## config.mk

```make
export PLATFORM = sky130hd
export DESIGN_NAME = atm_tx_cell_sel
export DESIGN_NICKNAME = d
export VERILOG_FILES = /design/src/rtl/atm_sel_pkg.sv /design/src/rtl/atm_cell_pos.sv /design/src/rtl/atm_src_arb.sv /design/src/rtl/atm_idle_gen.sv /design/src/rtl/atm_tx_cell_sel.sv
export SDC_FILE = /design/constraint.sdc
export NUM_CORES = 1
export LEC_CHECK = 0
export BUFFER_PORTS_ARGS = -buffer_cell sky130_fd_sc_hd__buf_2
export CAP_MARGIN = 20
export CORE_MARGIN = 5
export CORE_UTILIZATION = 40
export DETAILED_ROUTE_END_ITERATION = 8
export HOLD_SLACK_MARGIN = 0.02
export PLACE_DENSITY = 0.64
export SLEW_MARGIN = 20
export SYNTH_ARGS = -nofsm -noshare
export SYNTH_HDL_FRONTEND = slang
export SYNTH_SLANG_ARGS = --single-unit
export TNS_END_PERCENT = 50
```

## constraint.sdc

```tcl
create_clock -name clk -period 2.6 [get_ports clk]
set_input_delay 0.39 -clock clk [delete_from_list [all_inputs] [get_ports clk]]
set_output_delay 0.39 -clock clk [all_outputs]
set_load 0.05 [all_outputs]
```

## src/rtl/atm_sel_pkg.sv

```systemverilog
package atm_sel_pkg;
  typedef enum logic [1:0] {
    SRC_USER = 2'd0,
    SRC_INS  = 2'd1,
    SRC_IDLE = 2'd2
  } cell_src_e;
endpackage

```

## src/rtl/atm_cell_pos.sv

```systemverilog
// Byte position inside the current cell slot.
module atm_cell_pos #(
  parameter int CELL_BYTES = 53,
  parameter int IDX_W      = $clog2(CELL_BYTES)
) (
  input  logic             clk,
  input  logic             rst_n,
  input  logic             adv,
  output logic [IDX_W-1:0] pos,
  output logic             first
);
  localparam logic [IDX_W-1:0] LAST_POS = IDX_W'(CELL_BYTES - 1);

  logic [IDX_W-1:0] pos_nxt;

  assign first = (pos == '0);

  always_comb begin
    pos_nxt = pos;
    if (adv) begin
      pos_nxt = (pos == LAST_POS) ? '0 : pos + 1'b1;
    end
  end

  always_ff @(posedge clk or negedge rst_n) begin
    if (!rst_n) pos <= '0;
    else        pos <= pos_nxt;
  end
endmodule

```

## src/rtl/atm_src_arb.sv

```systemverilog
// Strict-priority source pick, frozen for the rest of the cell.
module atm_src_arb
  import atm_sel_pkg::*;
(
  input  logic      clk,
  input  logic      rst_n,
  input  logic      user_rdy,
  input  logic      ins_rdy,
  input  logic      first,
  input  logic      adv,
  output cell_src_e cur_src
);
  cell_src_e pick, held_q, held_d;

  always_comb begin
    if (user_rdy)     pick = SRC_USER;
    else if (ins_rdy) pick = SRC_INS;
    else              pick = SRC_IDLE;
  end

  always_comb begin
    held_d = held_q;
    if (first && adv) held_d = pick;
  end

  always_ff @(posedge clk or negedge rst_n) begin
    if (!rst_n) held_q <= SRC_IDLE;
    else        held_q <= held_d;
  end

  assign cur_src = first ? pick : held_q;
endmodule

```

## src/rtl/atm_idle_gen.sv

```systemverilog
// Programmable idle cell: live registers plus a per-cell shadow copy.
module atm_idle_gen #(
  parameter int                      HDR_BYTES = 5,
  parameter int                      IDX_W     = 6,
  parameter int                      CFG_AW    = 3,
  parameter logic [HDR_BYTES*8-1:0]  HDR_INIT  = 40'h00_00_00_01_52,
  parameter logic [7:0]              FILL_INIT = 8'h6A
) (
  input  logic              clk,
  input  logic              rst_n,
  input  logic              cfg_we,
  input  logic [CFG_AW-1:0] cfg_addr,
  input  logic [7:0]        cfg_wdata,
  input  logic [IDX_W-1:0]  pos,
  input  logic              first,
  input  logic              adv,
  output logic [7:0]        idle_byte
);
  localparam logic [CFG_AW-1:0] FILL_ADDR = CFG_AW'(HDR_BYTES);

  logic [7:0] hdr_q [HDR_BYTES];
  logic [7:0] hdr_d [HDR_BYTES];
  logic [7:0] hsh_q [HDR_BYTES];
  logic [7:0] hsh_d [HDR_BYTES];
  logic [7:0] fill_q, fill_d, fsh_q, fsh_d;

  always_comb begin
    hdr_d  = hdr_q;
    hsh_d  = hsh_q;
    fill_d = fill_q;
    fsh_d  = fsh_q;
    for (int i = 0; i < HDR_BYTES; i++) begin
      if (cfg_we && (cfg_addr == CFG_AW'(i))) hdr_d[i] = cfg_wdata;
    end
    if (cfg_we && (cfg_addr == FILL_ADDR)) fill_d = cfg_wdata;
    // snapshot taken as the first byte leaves, before any same-cycle write lands
    if (first && adv) begin
      hsh_d = hdr_q;
      fsh_d = fill_q;
    end
  end

  always_ff @(posedge clk or negedge rst_n) begin
    if (!rst_n) begin
      for (int i = 0; i < HDR_BYTES; i++) begin
        hdr_q[i] <= HDR_INIT[(HDR_BYTES-1-i)*8 +: 8];
        hsh_q[i] <= HDR_INIT[(HDR_BYTES-1-i)*8 +: 8];
      end
      fill_q <= FILL_INIT;
      fsh_q  <= FILL_INIT;
    end else begin
      hdr_q  <= hdr_d;
      hsh_q  <= hsh_d;
      fill_q <= fill_d;
      fsh_q  <= fsh_d;
    end
  end

  always_comb begin
    idle_byte = first ? fill_q : fsh_q;
    for (int i = 0; i < HDR_BYTES; i++) begin
      if (pos == IDX_W'(i)) idle_byte = first ? hdr_q[i] : hsh_q[i];
    end
  end
endmodule

```

## src/rtl/atm_tx_cell_sel.sv

```systemverilog
module atm_tx_cell_sel
  import atm_sel_pkg::*;
#(
  parameter int CELL_BYTES = 53,
  parameter int HDR_BYTES  = 5,
  localparam int CFG_AW    = $clog2(HDR_BYTES + 1)
) (
  input  logic              clk,
  input  logic              rst_n,
  input  logic              user_cell_rdy,
  input  logic [7:0]        user_byte,
  output logic              user_rd,
  input  logic              ins_cell_rdy,
  input  logic [7:0]        ins_byte,
  output logic              ins_rd,
  input  logic              cfg_we,
  input  logic [CFG_AW-1:0] cfg_addr,
  input  logic [7:0]        cfg_wdata,
  input  logic              tx_ready,
  output logic [7:0]        tx_byte,
  output logic              tx_soc,
  output logic [1:0]        tx_src
);
  localparam int IDX_W = $clog2(CELL_BYTES);

  logic [IDX_W-1:0] pos;
  logic             first;
  logic             adv;
  cell_src_e        cur_src;
  logic [7:0]       idle_byte;

  assign adv = tx_ready;

  atm_cell_pos #(.CELL_BYTES(CELL_BYTES), .IDX_W(IDX_W)) u_pos (
    .clk(clk), .rst_n(rst_n), .adv(adv), .pos(pos), .first(first)
  );

  atm_src_arb u_arb (
    .clk(clk), .rst_n(rst_n), .user_rdy(user_cell_rdy), .ins_rdy(ins_cell_rdy),
    .first(first), .adv(adv), .cur_src(cur_src)
  );

  atm_idle_gen #(.HDR_BYTES(HDR_BYTES), .IDX_W(IDX_W), .CFG_AW(CFG_AW)) u_idle (
    .clk(clk), .rst_n(rst_n), .cfg_we(cfg_we), .cfg_addr(cfg_addr),
    .cfg_wdata(cfg_wdata), .pos(pos), .first(first), .adv(adv),
    .idle_byte(idle_byte)
  );

  always_comb begin
    unique case (cur_src)
      SRC_USER: tx_byte = user_byte;
      SRC_INS:  tx_byte = ins_byte;
      default:  tx_byte = idle_byte;
    endcase
  end

  assign user_rd = adv && (cur_src == SRC_USER);
  assign ins_rd  = adv && (cur_src == SRC_INS);
  assign tx_soc  = first;
  assign tx_src  = cur_src;
endmodule

```

* Yosys cells after proc, flatten, opt, wreduce, memory -nomap -nowiden
Cells that the tools add are included.
** Operators by class
- Add/sub/neg operators :: 1
- Reductions and logical operators :: 12
- Equality and inequality tests :: 11
- Mux-type cells :: 14
- Multiply operators :: 0
- Bitwise operators :: 0
- Divide/modulo/power cells :: 0
- $lt $le $gt $ge :: 0
- Shifts and indexed selects :: 0
** Operators with widths (count)
- two-way mux 8 bit :: 9
- one-hot mux 8 bit (2 select lines) :: 1
- equality test 6 x 2 -> 1 bit (second input constant) :: 2
- logical AND 1 bit :: 9
- adder 6 x 1 -> 6 bit (second input constant) :: 1
- equality test 3 x 2 -> 1 bit (second input constant) :: 2
- equality test 3 bit (second input constant) :: 2
- equality test 6 x 1 -> 1 bit (second input constant) :: 1
- equality test 6 x 3 -> 1 bit (second input constant) :: 1
- equality test 6 bit (second input constant) :: 1
- zero test 6 bit :: 1
- two-way mux 2 bit :: 3
- two-way mux 6 bit :: 1
- equality test 3 x 1 -> 1 bit (second input constant) :: 1
- zero test 3 bit :: 1
- equality test 2 x 1 -> 1 bit (second input constant) :: 1
- zero test 2 bit :: 1
** Word-level totals
- Memories :: 0
- Output and inout port bits :: 13
- Word-level logic and storage cells :: 51
- Input port bits :: 33
- Bits in latches :: 0
- Memory bits (read-only) :: 0
- Memory bits (writable) :: 0
- Flip-flop bits (word level) :: 96

* Depth between registers and ports, before layout
- Depth after elaboration :: 7
- Mapped depth :: 10

* Hierarchy
From an unflattened synthesis, not the netlist that was laid out.
** Second synthesis, totals
- Cell total of the unflattened synthesis :: 436
- Area total of the unflattened synthesis :: 5312.6 um^2
** Modules (own cells, without submodules)
- atm_idle_gen :: times used 1, area an instance 4677.0 um^2, cells an instance 364, seq. area each 2422.3 um^2
- atm_cell_pos :: times used 1, area an instance 329.1 um^2, cells an instance 35, seq. area each 150.1 um^2
- atm_tx_cell_sel :: times used 1, area an instance 186.4 um^2, cells an instance 28, seq. area each 0.0 um^2
- atm_src_arb :: times used 1, area an instance 120.1 um^2, cells an instance 9, seq. area each 51.3 um^2

* Least setup slack after synthesis
No wires, ideal clock.
- Path kind :: reg2out
- Start :: register u_pos.pos[0]
- End :: output port tx_byte[6]
- Data required time :: 2210 ps
- Stages on the path, launching flop included :: 10
- Arrival :: 2531 ps
- Slack :: -321 ps
- Buffers on the path :: 1
- Cells stage by stage :: dfrtp_1 > inv_1 > ha_1 > nor2b_2 > nand2_4 > inv_4 > buf_4 > mux2_2 > nand2_1 > a32oi_1
** On the way
- Cells in the longest elaborated chain, start to end :: 7
** RTL lines
- start, declared :: RTL line atm_cell_pos.sv:9 : output logic [IDX_W-1:0] pos,
- start signal, assigned :: RTL line atm_cell_pos.sv:27 : else pos <= pos_nxt;
- zero test 6 bit * :: RTL line atm_cell_pos.sv:16 : assign first = (pos == '0);
- named net tx_soc :: RTL line atm_tx_cell_sel.sv:21 : output logic tx_soc,
- two-way mux 8 bit (5 in a row) :: RTL line atm_idle_gen.sv:62 : if (pos == IDX_W'(i)) idle_byte = first ? hdr_q[i] : hsh_q[i];
- one-hot mux 8 bit (2 select lines) * :: RTL line atm_tx_cell_sel.sv:50 : unique case (cur_src)
- end, declared :: RTL line atm_tx_cell_sel.sv:20 : output logic [7:0] tx_byte,
The timed path passes the listed nets; every way through them passes the cells marked *.

* Final worst setup path
- Start :: register u_pos.pos[4]
- End :: output port tx_byte[0]
** On the way
- Cells in the longest elaborated chain, start to end :: 7
** RTL lines (RTL line)
- zero test 6 bit :: atm_cell_pos.sv:16, atm_idle_gen.sv:62
- two-way mux 8 bit (5 in a row) :: atm_idle_gen.sv:62
- one-hot mux 8 bit (2 select lines) * :: atm_tx_cell_sel.sv:50
Every way passes the cells marked *; elsewhere a longest branch is shown, timed or not.

==> results.py <==
metrics = {
    "logic_synthesis": {
        "yosys-top-cells-area": "dfrtp_1 42%, mux2_2 23%, dfstp_2 9.5%, mux2i_1 2.3%, mux4_1 1.7%",
        "ys_ff_latch": 96,
        "ys_warn_count": 0,
        "netlist_area_mm2": 0.004718,
        "yosys.area.top_type_share_pct": 41.90,
        "netlist_instances": 349,
        "synth_top_cell_by_area": "dfrtp_1",
        "avgSynthCellArea_um2": 13.52,
        "ys_seq_area_share_pct": 51.37,
        "synthFlopType": "dfrtp_1",
        "async_flop_share_pct": 100.0,
        "yosys.cell_types.count": 51,
        "synth_nets": 386,
        "synth_edf_count": 0,
    },
    "global_routing": {
        "grt-ovfl-total": 0,
        "antenna_found_initial": 0,
        "grt_usage_pct": 17.16,
        "grt_pass1_wl_um": 19010,
        "grt_max_degree": 50,
        "grt_pass1_vias": 3462,
    },
    "placed_design": {
        "portBuffers": 45,
        "hpwl_um": 7673,
        "dpl.cell_count": 548,
        "gp_congestion": 0.7935,
    },
    "timing": {
        "fmax_mhz": 362.2,
        "slew_violations": 0,
        "rsz0062_at_grt": "true",
        "setup_viol": 10,
        "whs_ns": 0.05001,
        "finalCritPeriodShare_pct": 106.2,
        "hold_violations": 0,
        "skew_ns": 0.008462,
        "setup_ws_ns": -0.1606,
        "worst_pin_slew_ns": 0.6990,
        "slew-limit-headroom_pct": 53.19,
        "period_minus_slack_ns": 2.761,
    },
    "critical_path": {
        "cp_max_fo": 8,
        "worstReg2RegStart": "u_pos.pos[0]",
        "startpoint_type": "register",
        "setup.worst_path.start": "u_pos.pos[4]",
        "worst-setup-path-type": "register to output pin",
        "reg2reg_depth": 8,
        "worstPathArrival_ns": 2.37,
        "crit_end": "tx_byte[0]",
        "r2r-end": "u_idle.hsh_q[9]",
        "cp-end-kind": "output pin",
        "cp.required_ns": 2.21,
        "rrSetupSlack_ns": 0.42,
    },
    "status": {
        "violations": "setup timing",
        "status": "complete, but fails checks",
    },
    "clock_tree": {
        "clockBufferDepth": 2,
        "clkSlewWorstSetupHoldPaths_ns": 0.07,
        "cts_inserted_buffers": 9,
        "clock_sinks": 96,
        "root_buffer": "clkbuf_16",
        "worst_skew_pair.late_latency_ns": 0.34,
        "cts_tree": "done",
        "ctsHoldBuffers": 0,
        "cts_max_level": 3,
    },
    "power_and_ir_drop": {
        "p_per_area_mw_per_mm2": 1251,
        "leakagePower_nw": 2.652,
        "power.total_w": 0.007623,
        "peakVddDrop_uv": 681.0,
    },
    "floorplanning": {
        "coreArea_mm2": 0.01147,
        "die-area_mm2": 0.01407,
        "die-width_um": 118.6,
        "die_y_um": 118.6,
        "rows": 39,
        "start_util_pct": 41.15,
        "ios": 46,
    },
    "finish": {
        "layout-drive-gt1-share_pct": 61.48,
        "fill_cells": 925,
        "layout.nets": 463,
        "fin_cells": 574,
        "num_antenna_cells": 0,
        "area_delta_synth_final_pct": 29.20,
    },
    "detailed_routing": {
        "vias_per_cell": 5.498,
        "post_drt_wl_per_cell_um": 20.39,
        "antenna_left": 0,
        "drt_iter0_markers": 121,
        "first_pass_iters": 4,
        "drc": 0,
        "vias": 3156,
        "wirelength_um": 11700,
    },
    "hold_path": {
        "hold_path_class": "input port to asynchronous set/reset pin",
    },
    "run": {
        "maxCapViolCount": 0,
    },
}
## registers in the layout, indices dropped and copies added, names as in the netlist
register and count:
u_idle.hdr_q 40, u_idle.hsh_q 32, u_idle.fill_q 8, u_idle.fsh_q 8, u_pos.pos 6, u_arb.held_q 2
## cell usage after synthesis (4+ instances only)
library cell	instances
buf_2	4
nand2_1	21
a32oi_1	6
a221oi_1	7
ha_1	4
dfstp_2	17
a21oi_1	4
a21o_1	5
mux2_2	95
nand3_1	13
nor2_1	7
buf_6	5
dfrtp_1	79
o21ai_0	7
and3_1	4
clkbuf_1	5
mux2i_1	11
inv_1	5
## where the power goes
group	total, W	switching (W)	internal, W
combinational	0.00365	0.00184	0.00181
sequential	0.00250	0.000395	0.00211
clock	0.00147	0.000588	0.000879
## logic make-up after synthesis
family                   Yosys count  synth area share, %
multiplexers                     113                28.35
flip-flops                        96                51.37
AND/OR/NAND/NOR                   68                8.804
AO/OA/AOI/OAI                     40                6.311
buffers and inverters             24                3.368
XOR/XNOR                           4               0.7426
adder cells (fa/ha/maj)            4                1.061
## layer usage
layer  GRT usage [%]  wire [µm]  vias up  share of wire, %
met1           22.47       5194     1638                44
met5               0          0        -                 0
li1                -          -     1452                 -
met4           5.386        251        0               2.1
met2           28.43       5838       47                50
met3           3.820        417       19               3.6
## what timing repair did
item | CTS | global route
pin swaps | 16 | 10
cloned | 2 | 1
gates resized for setup | 77 | 10
setup endpoints to repair | 10 | 10
setup buffers | 8 | 1
## worst max-delay path, cell delays in order (launching register included)
cell and delay (ns):
dfrtp_2 0.46, or3_4 0.46, nor3_2 0.28, a21oi_4 0.07
buf_12 0.16, mux2i_4 0.19, a32oi_2 0.22, buf_6 0.20
## worst min path at each step
stage / from / to / slack [ns]
2_1_floorplan: rst_n / u_arb.held_q[0] / 0.09
3_5_place_dp: rst_n / u_idle.fill_q[2] / 0.46
4_1_cts: rst_n / u_idle.fill_q[2] / 0.09
6_report: rst_n / u_idle.fill_q[2] / 0.05
3_3_place_gp: rst_n / u_idle.fill_q[2] / 0.46
5_1_grt: rst_n / u_idle.fill_q[2] / 0.10
## cell type report
class	count	area (µm²)	share of cell area (%)
timing repair buffer	82	670.6	11.00
multi-input combinational	229	2421	39.72
tap	143	178.9	2.935
timing repair inverter	2	32.53	0.5337
inverter	6	35.03	0.5747
sequential	96	2429	39.84
clock inverter	5	86.33	1.416
clock buffer	11	242.7	3.982
## metrics by stage
step	setup WS [ns]	utilization (%)	area (µm²)	TNS [ns]
finish	-0.1606	53.16	6096	-1.335
global route	-0.2166	53.16	6096	-2.021
CTS	-0.1436	52.60	6032	-1.202
detailed placement	-0.01676	46.35	5315	-0.03236
global placement	0.04415	46.35	5315	0
floorplan	-0.01233	-	4803	-0.04932
## placed cells by master (no fill, tap or decap), types with 2 or more instances in the layout
cell type  instances
mux2_2            88
dfrtp_1           75
buf_2             34
buf_4             27
nand2_1           21
dfstp_2           17
buf_6             14
clkbuf_16         10
mux2i_1            8
nand3_1            7
nor2_1             7
mux2_4             7
mux4_2             6
nand3_2            6
a32oi_2            5
a21o_1             5
a221oi_2           5
o21ai_0            5
buf_12             5
dfrtp_2            4
inv_1              3
and3_1             3
a21oi_1            3
nand4_1            3
xor2_1             3
ha_1               3
nand2b_1           2
nor3_2             2
a21oi_4            2
nor4_4             2
a221oi_4           2
mux2i_4            2
a21boi_0           2
o311a_1            2
o21ai_1            2
a22oi_2            2
inv_2              2
bufinv_16          2
inv_6              2
clkinv_8           2
Note: power is estimated with default switching activity, not from simulation.
